`src/rtl/tap_pkg.sv`:
```
package tap_pkg;

    typedef enum logic [3:0] {
        S_EX2_DR  = 4'h0,
        S_EX1_DR  = 4'h1,
        S_SH_DR   = 4'h2,
        S_PAU_DR  = 4'h3,
        S_SEL_IR  = 4'h4,
        S_UPD_DR  = 4'h5,
        S_CAP_DR  = 4'h6,
        S_SEL_DR  = 4'h7,
        S_EX2_IR  = 4'h8,
        S_EX1_IR  = 4'h9,
        S_SH_IR   = 4'hA,
        S_PAU_IR  = 4'hB,
        S_IDLE    = 4'hC,
        S_UPD_IR  = 4'hD,
        S_CAP_IR  = 4'hE,
        S_TLR     = 4'hF
    } tap_state_e;

    typedef enum logic [1:0] {
        PIN_RST_IN  = 2'd0,
        PIN_EVT_OUT = 2'd1,
        PIN_QUIET   = 2'd2
    } pin_mode_e;

    typedef struct packed {
        logic rise;
        logic fall;
        logic tms;
        logic tdi;
    } tck_evt_t;

    localparam int          IR_W_DEF     = 4;
    localparam logic [3:0]  IR_CAP_DEF   = 4'b0001;
    localparam logic [3:0]  IR_DBG_DEF   = 4'b0111;

    function automatic tap_state_e tap_next(input tap_state_e s, input logic m);
        tap_state_e n;
        case (s)
            S_TLR:    n = m ? S_TLR    : S_IDLE;
            S_IDLE:   n = m ? S_SEL_DR : S_IDLE;
            S_SEL_DR: n = m ? S_SEL_IR : S_CAP_DR;
            S_CAP_DR: n = m ? S_EX1_DR : S_SH_DR;
            S_SH_DR:  n = m ? S_EX1_DR : S_SH_DR;
            S_EX1_DR: n = m ? S_UPD_DR : S_PAU_DR;
            S_PAU_DR: n = m ? S_EX2_DR : S_PAU_DR;
            S_EX2_DR: n = m ? S_UPD_DR : S_SH_DR;
            S_UPD_DR: n = m ? S_SEL_DR : S_IDLE;
            S_SEL_IR: n = m ? S_TLR    : S_CAP_IR;
            S_CAP_IR: n = m ? S_EX1_IR : S_SH_IR;
            S_SH_IR:  n = m ? S_EX1_IR : S_SH_IR;
            S_EX1_IR: n = m ? S_UPD_IR : S_PAU_IR;
            S_PAU_IR: n = m ? S_EX2_IR : S_PAU_IR;
            S_EX2_IR: n = m ? S_UPD_IR : S_SH_IR;
            S_UPD_IR: n = m ? S_SEL_DR : S_IDLE;
            default:  n = S_TLR;
        endcase
        return n;
    endfunction

    function automatic pin_mode_e pin_mode_of(input logic en, input logic quiet);
        if (!en)
            return PIN_RST_IN;
        return quiet ? PIN_QUIET : PIN_EVT_OUT;
    endfunction

endpackage

```
`src/rtl/tap_tck_edge.sv`:
```
module tap_tck_edge
    import tap_pkg::*;
(
    input  logic     clk,
    input  logic     rst,
    input  logic     tck,
    input  logic     tms,
    input  logic     tdi,
    output tck_evt_t ev
);
    logic tck_q;

    always_ff @(posedge clk) begin
        if (rst)
            tck_q <= 1'b0;
        else
            tck_q <= tck;
    end

    always_comb begin
        ev.rise = tck & ~tck_q;
        ev.fall = ~tck & tck_q;
        ev.tms  = tms;
        ev.tdi  = tdi;
    end
endmodule

```
`src/rtl/tap_fsm.sv`:
```
module tap_fsm
    import tap_pkg::*;
(
    input  logic       clk,
    input  logic       rst,
    input  logic       pin_rst,
    input  logic       rise,
    input  logic       tms,
    output tap_state_e state
);
    always_ff @(posedge clk) begin
        if (rst || pin_rst)
            state <= S_TLR;
        else if (rise)
            state <= tap_next(state, tms);
    end

    // a pin reset in input mode lands in Test-Logic-Reset
    a_r7_pin_reset: assert property (@(posedge clk) disable iff (rst)
        pin_rst |=> state == S_TLR);

    // TMS high keeps the controller parked in Test-Logic-Reset
    a_r2_tlr_hold: assert property (@(posedge clk) disable iff (rst)
        (state == S_TLR && rise && tms) |=> state == S_TLR);

    // the state only moves on a TCK rise or a reset
    a_r1_move_on_rise: assert property (@(posedge clk) disable iff (rst)
        !$stable(state) |-> ($past(rise) || $past(pin_rst)));
endmodule

```
`src/rtl/tap_shift.sv`:
```
module tap_shift
    import tap_pkg::*;
#(
    parameter int                IR_W     = IR_W_DEF,
    parameter logic [IR_W-1:0]   CAP_CODE = IR_CAP_DEF,
    parameter logic [IR_W-1:0]   DBG_CODE = IR_DBG_DEF
) (
    input  logic       clk,
    input  logic       rst,
    input  logic       rise,
    input  logic       fall,
    input  logic       tdi,
    input  tap_state_e state,
    output logic       tdo,
    output logic       tdo_oe,
    output logic       dbg_req,
    output logic       dbg_evt
);
    localparam logic [IR_W-1:0] BYP_CODE = '1;

    logic [IR_W-1:0] ir_sh;
    logic [IR_W-1:0] ir_q;
    logic            byp_q;
    logic            in_shift;

    assign in_shift = (state == S_SH_IR) || (state == S_SH_DR);

    always_ff @(posedge clk) begin
        if (rst || state == S_TLR) begin
            ir_q    <= BYP_CODE;
            ir_sh   <= '0;
            byp_q   <= 1'b0;
            dbg_evt <= 1'b0;
        end else begin
            dbg_evt <= 1'b0;
            if (rise) begin
                case (state)
                    S_CAP_IR: ir_sh <= CAP_CODE;
                    S_SH_IR:  ir_sh <= {tdi, ir_sh[IR_W-1:1]};
                    S_UPD_IR: begin
                        ir_q    <= ir_sh;
                        dbg_evt <= (ir_sh == DBG_CODE);
                    end
                    S_CAP_DR: byp_q <= 1'b0;
                    S_SH_DR:  byp_q <= tdi;
                    default:  ;
                endcase
            end
        end
    end

    always_ff @(posedge clk) begin
        if (rst) begin
            tdo    <= 1'b0;
            tdo_oe <= 1'b0;
        end else if (fall) begin
            tdo_oe <= in_shift;
            if (state == S_SH_IR)
                tdo <= ir_sh[0];
            else if (state == S_SH_DR)
                tdo <= byp_q;
            else
                tdo <= 1'b0;
        end
    end

    assign dbg_req = (ir_q == DBG_CODE);

    // output pins only change on a TCK fall
    a_r5_fall_only: assert property (@(posedge clk) disable iff (rst)
        (!$stable(tdo) || !$stable(tdo_oe)) |-> $past(fall));

    // enable only turns on from a shift state
    a_r5_oe_shift: assert property (@(posedge clk) disable iff (rst)
        $rose(tdo_oe) |-> ($past(state) == S_SH_IR || $past(state) == S_SH_DR));

    // disabled output reads zero
    a_r5_tdo_quiet: assert property (@(posedge clk) disable iff (rst)
        !tdo_oe |-> !tdo);
endmodule

```
`src/rtl/tap_evt_pin_ctl.sv`:
```
module tap_evt_pin_ctl
    import tap_pkg::*;
(
    input  logic clk,
    input  logic rst,
    input  logic cfg_en,
    input  logic cfg_quiet,
    input  logic pin_in,
    input  logic hw_break,
    input  logic sw_break,
    input  logic trace_hit,
    input  logic dbg_evt,
    input  logic evt_ack,
    output logic pin_rst,
    output logic drive_low
);
    pin_mode_e mode;
    logic      any_evt;
    logic      evt_flag;

    assign mode    = pin_mode_of(cfg_en, cfg_quiet);
    assign any_evt = hw_break | sw_break | trace_hit | dbg_evt;

    always_ff @(posedge clk) begin
        if (rst || mode != PIN_EVT_OUT)
            evt_flag <= 1'b0;
        else if (any_evt)
            evt_flag <= 1'b1;
        else if (evt_ack)
            evt_flag <= 1'b0;
    end

    assign drive_low = evt_flag && (mode == PIN_EVT_OUT);
    assign pin_rst   = (mode == PIN_RST_IN) && !pin_in;

    // pin is pulled low only after a debug event
    a_r8_drive_cause: assert property (@(posedge clk) disable iff (rst)
        $rose(drive_low) |-> $past(any_evt));

    // acknowledge with no new event releases the pin
    a_r8_ack_release: assert property (@(posedge clk) disable iff (rst)
        (drive_low && evt_ack && !any_evt) |=> !drive_low);
endmodule

```
`src/rtl/tap_evt_pin.sv`:
```
module tap_evt_pin
    import tap_pkg::*;
#(
    parameter int              IR_W     = IR_W_DEF,
    parameter logic [IR_W-1:0] CAP_CODE = IR_CAP_DEF,
    parameter logic [IR_W-1:0] DBG_CODE = IR_DBG_DEF
) (
    input  logic       clk,
    input  logic       rst,
    input  logic       tck,
    input  logic       tms,
    input  logic       tdi,
    output logic       tdo,
    output logic       tdo_oe,
    output logic [3:0] tap_state,
    output logic       dbg_req,
    input  logic       cfg_evt_en,
    input  logic       cfg_evt_quiet,
    input  logic       pin_in,
    output logic       pin_drive_low,
    input  logic       hw_break,
    input  logic       sw_break,
    input  logic       trace_hit,
    input  logic       evt_ack
);
    tck_evt_t   ev;
    tap_state_e state;
    logic       pin_rst;
    logic       dbg_evt;

    tap_tck_edge u_edge (
        .clk (clk),
        .rst (rst),
        .tck (tck),
        .tms (tms),
        .tdi (tdi),
        .ev  (ev)
    );

    tap_fsm u_fsm (
        .clk     (clk),
        .rst     (rst),
        .pin_rst (pin_rst),
        .rise    (ev.rise),
        .tms     (ev.tms),
        .state   (state)
    );

    tap_shift #(
        .IR_W     (IR_W),
        .CAP_CODE (CAP_CODE),
        .DBG_CODE (DBG_CODE)
    ) u_shift (
        .clk     (clk),
        .rst     (rst),
        .rise    (ev.rise),
        .fall    (ev.fall),
        .tdi     (ev.tdi),
        .state   (state),
        .tdo     (tdo),
        .tdo_oe  (tdo_oe),
        .dbg_req (dbg_req),
        .dbg_evt (dbg_evt)
    );

    tap_evt_pin_ctl u_pin (
        .clk       (clk),
        .rst       (rst),
        .cfg_en    (cfg_evt_en),
        .cfg_quiet (cfg_evt_quiet),
        .pin_in    (pin_in),
        .hw_break  (hw_break),
        .sw_break  (sw_break),
        .trace_hit (trace_hit),
        .dbg_evt   (dbg_evt),
        .evt_ack   (evt_ack),
        .pin_rst   (pin_rst),
        .drive_low (pin_drive_low)
    );

    assign tap_state = state;
endmodule

```
`config.mk`:
```
export PLATFORM = sky130hd
export DESIGN_NAME = tap_evt_pin
export DESIGN_NICKNAME = d
export VERILOG_FILES = /design/src/rtl/tap_pkg.sv /design/src/rtl/tap_tck_edge.sv /design/src/rtl/tap_fsm.sv /design/src/rtl/tap_shift.sv /design/src/rtl/tap_evt_pin_ctl.sv /design/src/rtl/tap_evt_pin.sv
export SDC_FILE = /design/constraint.sdc
export NUM_CORES = 1
export LEC_CHECK = 0
export BUFFER_PORTS_ARGS = -buffer_cell sky130_fd_sc_hd__buf_2
export CORE_MARGIN = 10
export CORE_UTILIZATION = 51
export DETAILED_ROUTE_END_ITERATION = 8
export PLACE_DENSITY = 0.76
export SYNTH_ARGS = -nofsm -noshare
export SYNTH_HDL_FRONTEND = slang
export SYNTH_HIERARCHICAL = 1
export SYNTH_SLANG_ARGS = --single-unit
```
`constraint.sdc`:
```
create_clock -name clk -period 1.5 [get_ports clk]
set_input_delay 0.3 -clock clk [delete_from_list [all_inputs] [get_ports clk]]
set_output_delay 0.3 -clock clk [all_outputs]
set_load 0.01 [all_outputs]
```
==> results.md <==
* Status: finished clean
* Final period utilization at 92.1%
* Cell Pwr Density at around 900 nW/um2
* FF-to-FF path depth at 3
* Pre-CTS WS at 102 ps
* Syn nets at 112
* Hold EP: u_pin/evt_flag$_SDFFE_PP0P_
* Crit path largest cell delay at between 500 and 600 ps
* Crit Path Max Fanout at 13
* Crit path time final at 1380 ps
* Avg WL per Cell at 13.3 um
* Post-Layout Inst Area at 1050 um2
* Synth Area per Inst at 9.03 um2
* Reg power frac at 53.5%
* Post-DRT Antenna Nets at 0
* Setup TNS at 0 ps
* Routed wire length at 1940 um
* CP Data Arrival Time at 1080 ps
* Die Ht at 62.1 um
* Crit-path cells: buf_2
* Slew HR at 73.0%
* Post-synthesis instance total at 100
* Delay-heaviest family, CP: flip-flops
* Die Width at a little over 60 um
* Core area at 1710 um2
* Io pins at 20
* Initial antenna violation count at 0
* Die area at 3850 um2
* Row count at 15
* Ant diodes at 0
* Clock Root Buffer: clkbuf_4
* Vias post-DR at just under 800
* Final setup margin at about 120 ps
* Net Sw Power at 0.000248 W
* CTS tree: yes
* Worst vdd ir at 0.780 mV
* Hold Path Stages at 2
* Kind of start point of the critical path: register
* Vias/cell at 5.43
* Final nets at 133
* CTS Hold Bufs at 0
* Largest net degree at the start of global routing at 17
* Port bufs at 19
* Worst clock skew at 2.30 ps
* PostCTS Resize Cnt at 0
* Unique masters post-synth at 32
* Worst slew pin tran at 404 ps
* Vias in the first global route at 752
* Kind of critical path: reg2out
* HP Class: in2reg
* DP HPWL at 1390 um
* H-Tree Depth at 1
* CP Capture Type: output port
* Final setup violation count at 0
* Register area share after synthesis at 39.9%
* CP max-delay cell: dfxtp_1
* Fmax at 0.724 GHz
* Flop2flop setup slack at 130 ps
* Synthesis-to-finish area growth at 15.9%
* CTS sink count at 18
* RePlAce Congestion at 0.777
* Synth Cell Area at ~900 um2
* Bufs and invs on worst path at 1
* Internal cell power at 0.000706 W
* Global-route wire length before repair at about 3200 um
* Min-Delay Startpoint: cfg_evt_quiet
* Synthesized flop and latch total at 18
* Leak at roughly 0.41 nW
* Starting Density at 52.9%
* Remaining Overflow, GRT at 0
* Clock latency on the worst-skew pair at 290 ps
* Clock buffer count from CTS at 3
* Clk pwr share at 31.1%
* Maxcap violations at 0
* Slew Viols, Final at 0
* Critical R2R Capture: u_shift/ir_sh[3]$_SDFFE_PP0P_
* Max clock buf depth at 2
* Drt first pass iters at 4
* Final Hold Viols at 0
* FILL cells at 157
* Pwr Total at 0.000954 W
* Initial DRC count at 11
* Drt drc at 0
* Required @ worst endpoint at approximately 1200 ps
* Switching part of the total power at 26.0%
* Comb pwr share at approximately 15%
* Share of cells above drive strength 1 at 29.2%
* Clk slew on worst S/H paths at roughly 100 ps
* Worst hold margin at 186 ps
* FF-to-FF Start: u_fsm/state[3]$_SDFFE_PP1P_
* Ys Warns at 6
* Post-CTS setup buffer count at 0
* DP Area at 1000 um2
* GRT Resource Usage Total at between 10% and 20%
==> routing by layer <==
layer	global-route usage [%]	part of all wire, %	up-vias
li1	-	-	401
met1	12.6	45	362
met2	18.9	47	23
met3	2.85	7.3	2
met4	5.73	0.62	0
met5	0	0	-
==> cell usage after synthesis (all sizes together) <==
cell | count | area [um2]
a21oi | 7 | 35.0
and4b | 2 | 20.0
nor2b | 7 | 43.8
nand3b | 2 | 15.0
a21boi | 1 | 7.51
nor4b | 1 | 8.76
a311oi | 1 | 15.0
a41o | 1 | 11.3
a22oi | 1 | 7.51
nor4 | 4 | 25.0
mux2 | 1 | 11.3
a21o | 2 | 15.0
clkbuf | 1 | 3.75
nand4 | 1 | 6.26
inv | 2 | 7.51
dfxtp | 18 | 360
nor2 | 15 | 58.8
nand2 | 5 | 18.8
and4bb | 1 | 12.5
nand2b | 3 | 18.8
a2111oi | 1 | 10.0
mux2i | 6 | 60.1
o2111ai | 1 | 8.76
o211ai | 3 | 27.5
buf | 5 | 45.0
nor3b | 2 | 20.0
o21ai | 3 | 15.0
nand3 | 3 | 15.0
==> power groups by stage <==
stage	sequential [W]	clock [W]	combinational (W)
finish	0.000510	0.000296	0.000147
CTS	0.000510	0.000306	0.000144
detailed placement	0.000521	0	0.000142
global placement	0.000520	0	0.000141
floorplan	0.000526	0	0.0000995
global route	0.000514	0.000328	0.000161
==> placed cells by master (no fill, tap or decap), types with 2 or more instances in the layout <==
cell type,count
a21oi_1,7
o211ai_1,2
nor2_1,14
nand2b_1,3
buf_2,19
nand3_1,3
and4b_1,2
dfxtp_1,17
nand3b_1,2
clkbuf_4,3
buf_4,3
nor2b_1,7
inv_1,2
nor4_1,3
a21o_1,2
mux2i_1,6
nand2_1,5
o21ai_0,3
==> metrics by stage <==
| step | util (%) | std cells |
|---|---|---|
| 6_report | 61.3 | 145 |
| 5_1_grt | 61.3 | 145 |
| 4_1_cts | 60.9 | 145 |
| 3_5_place_dp | 58.8 | 141 |
| 3_3_place_gp | 58.8 | 141 |
| 2_1_floorplan | - | 100 |
==> worst max path at each step <==
stage                                           start                             to  slack [ps]  cells after the start
final                     u_fsm/state[0]$_SDFFE_PP1P_                   tap_state[0]         120                      1
after global routing          u_edge/tck_q$_SDFF_PP0_   u_shift/ir_q[1]$_SDFFE_PP1P_         -10                      5
after global placement                            tck   u_shift/ir_q[1]$_SDFFE_PP1P_         160                      6
after CTS                 u_fsm/state[2]$_SDFFE_PP1P_                   tap_state[2]          40                      2
after detailed placement                          tck   u_shift/ir_q[0]$_SDFFE_PP1P_         100                      6
after floorplan           u_fsm/state[1]$_SDFFE_PP1P_  u_shift/ir_sh[0]$_SDFFE_PP0P_         210                      5
==> logic make-up (layout without fill, tap and decap cells) <==
logic type / after synthesis / in the layout / share of synthesized area (%)
AO/OA/AOI/OAI: 21 / 21 / 16.9
buffers and inverters: 8 / 28 / 6.23
flip-flops: 18 / 18 / 39.9
multiplexers: 7 / 7 / 7.89
AND/OR/NAND/NOR: 46 / 46 / 29.1
==> cell type report <==
type / count / area (um2) / share of cell area, %
flip-flops and latches: 18 / 362 / 34.5
multi-input cells: 74 / 493 / 47.1
inverters: 2 / 7.51 / 0.717
repair buffers: 22 / 118 / 11.2
clock buffers: 4 / 36.3 / 3.46
well taps: 25 / 31.3 / 2.99
==> flip-flops by register name, indices dropped and copies added, names as in the netlist <==
register / cells
u_edge/tck_q: 1
u_fsm/state: 4
u_pin/evt_flag: 1
u_shift/byp_q: 1
u_shift/dbg_evt: 1
u_shift/ir_q: 4
u_shift/ir_sh: 4
u_shift/tdo: 1
u_shift/tdo_oe: 1
(Power assumes the default switching activity.)
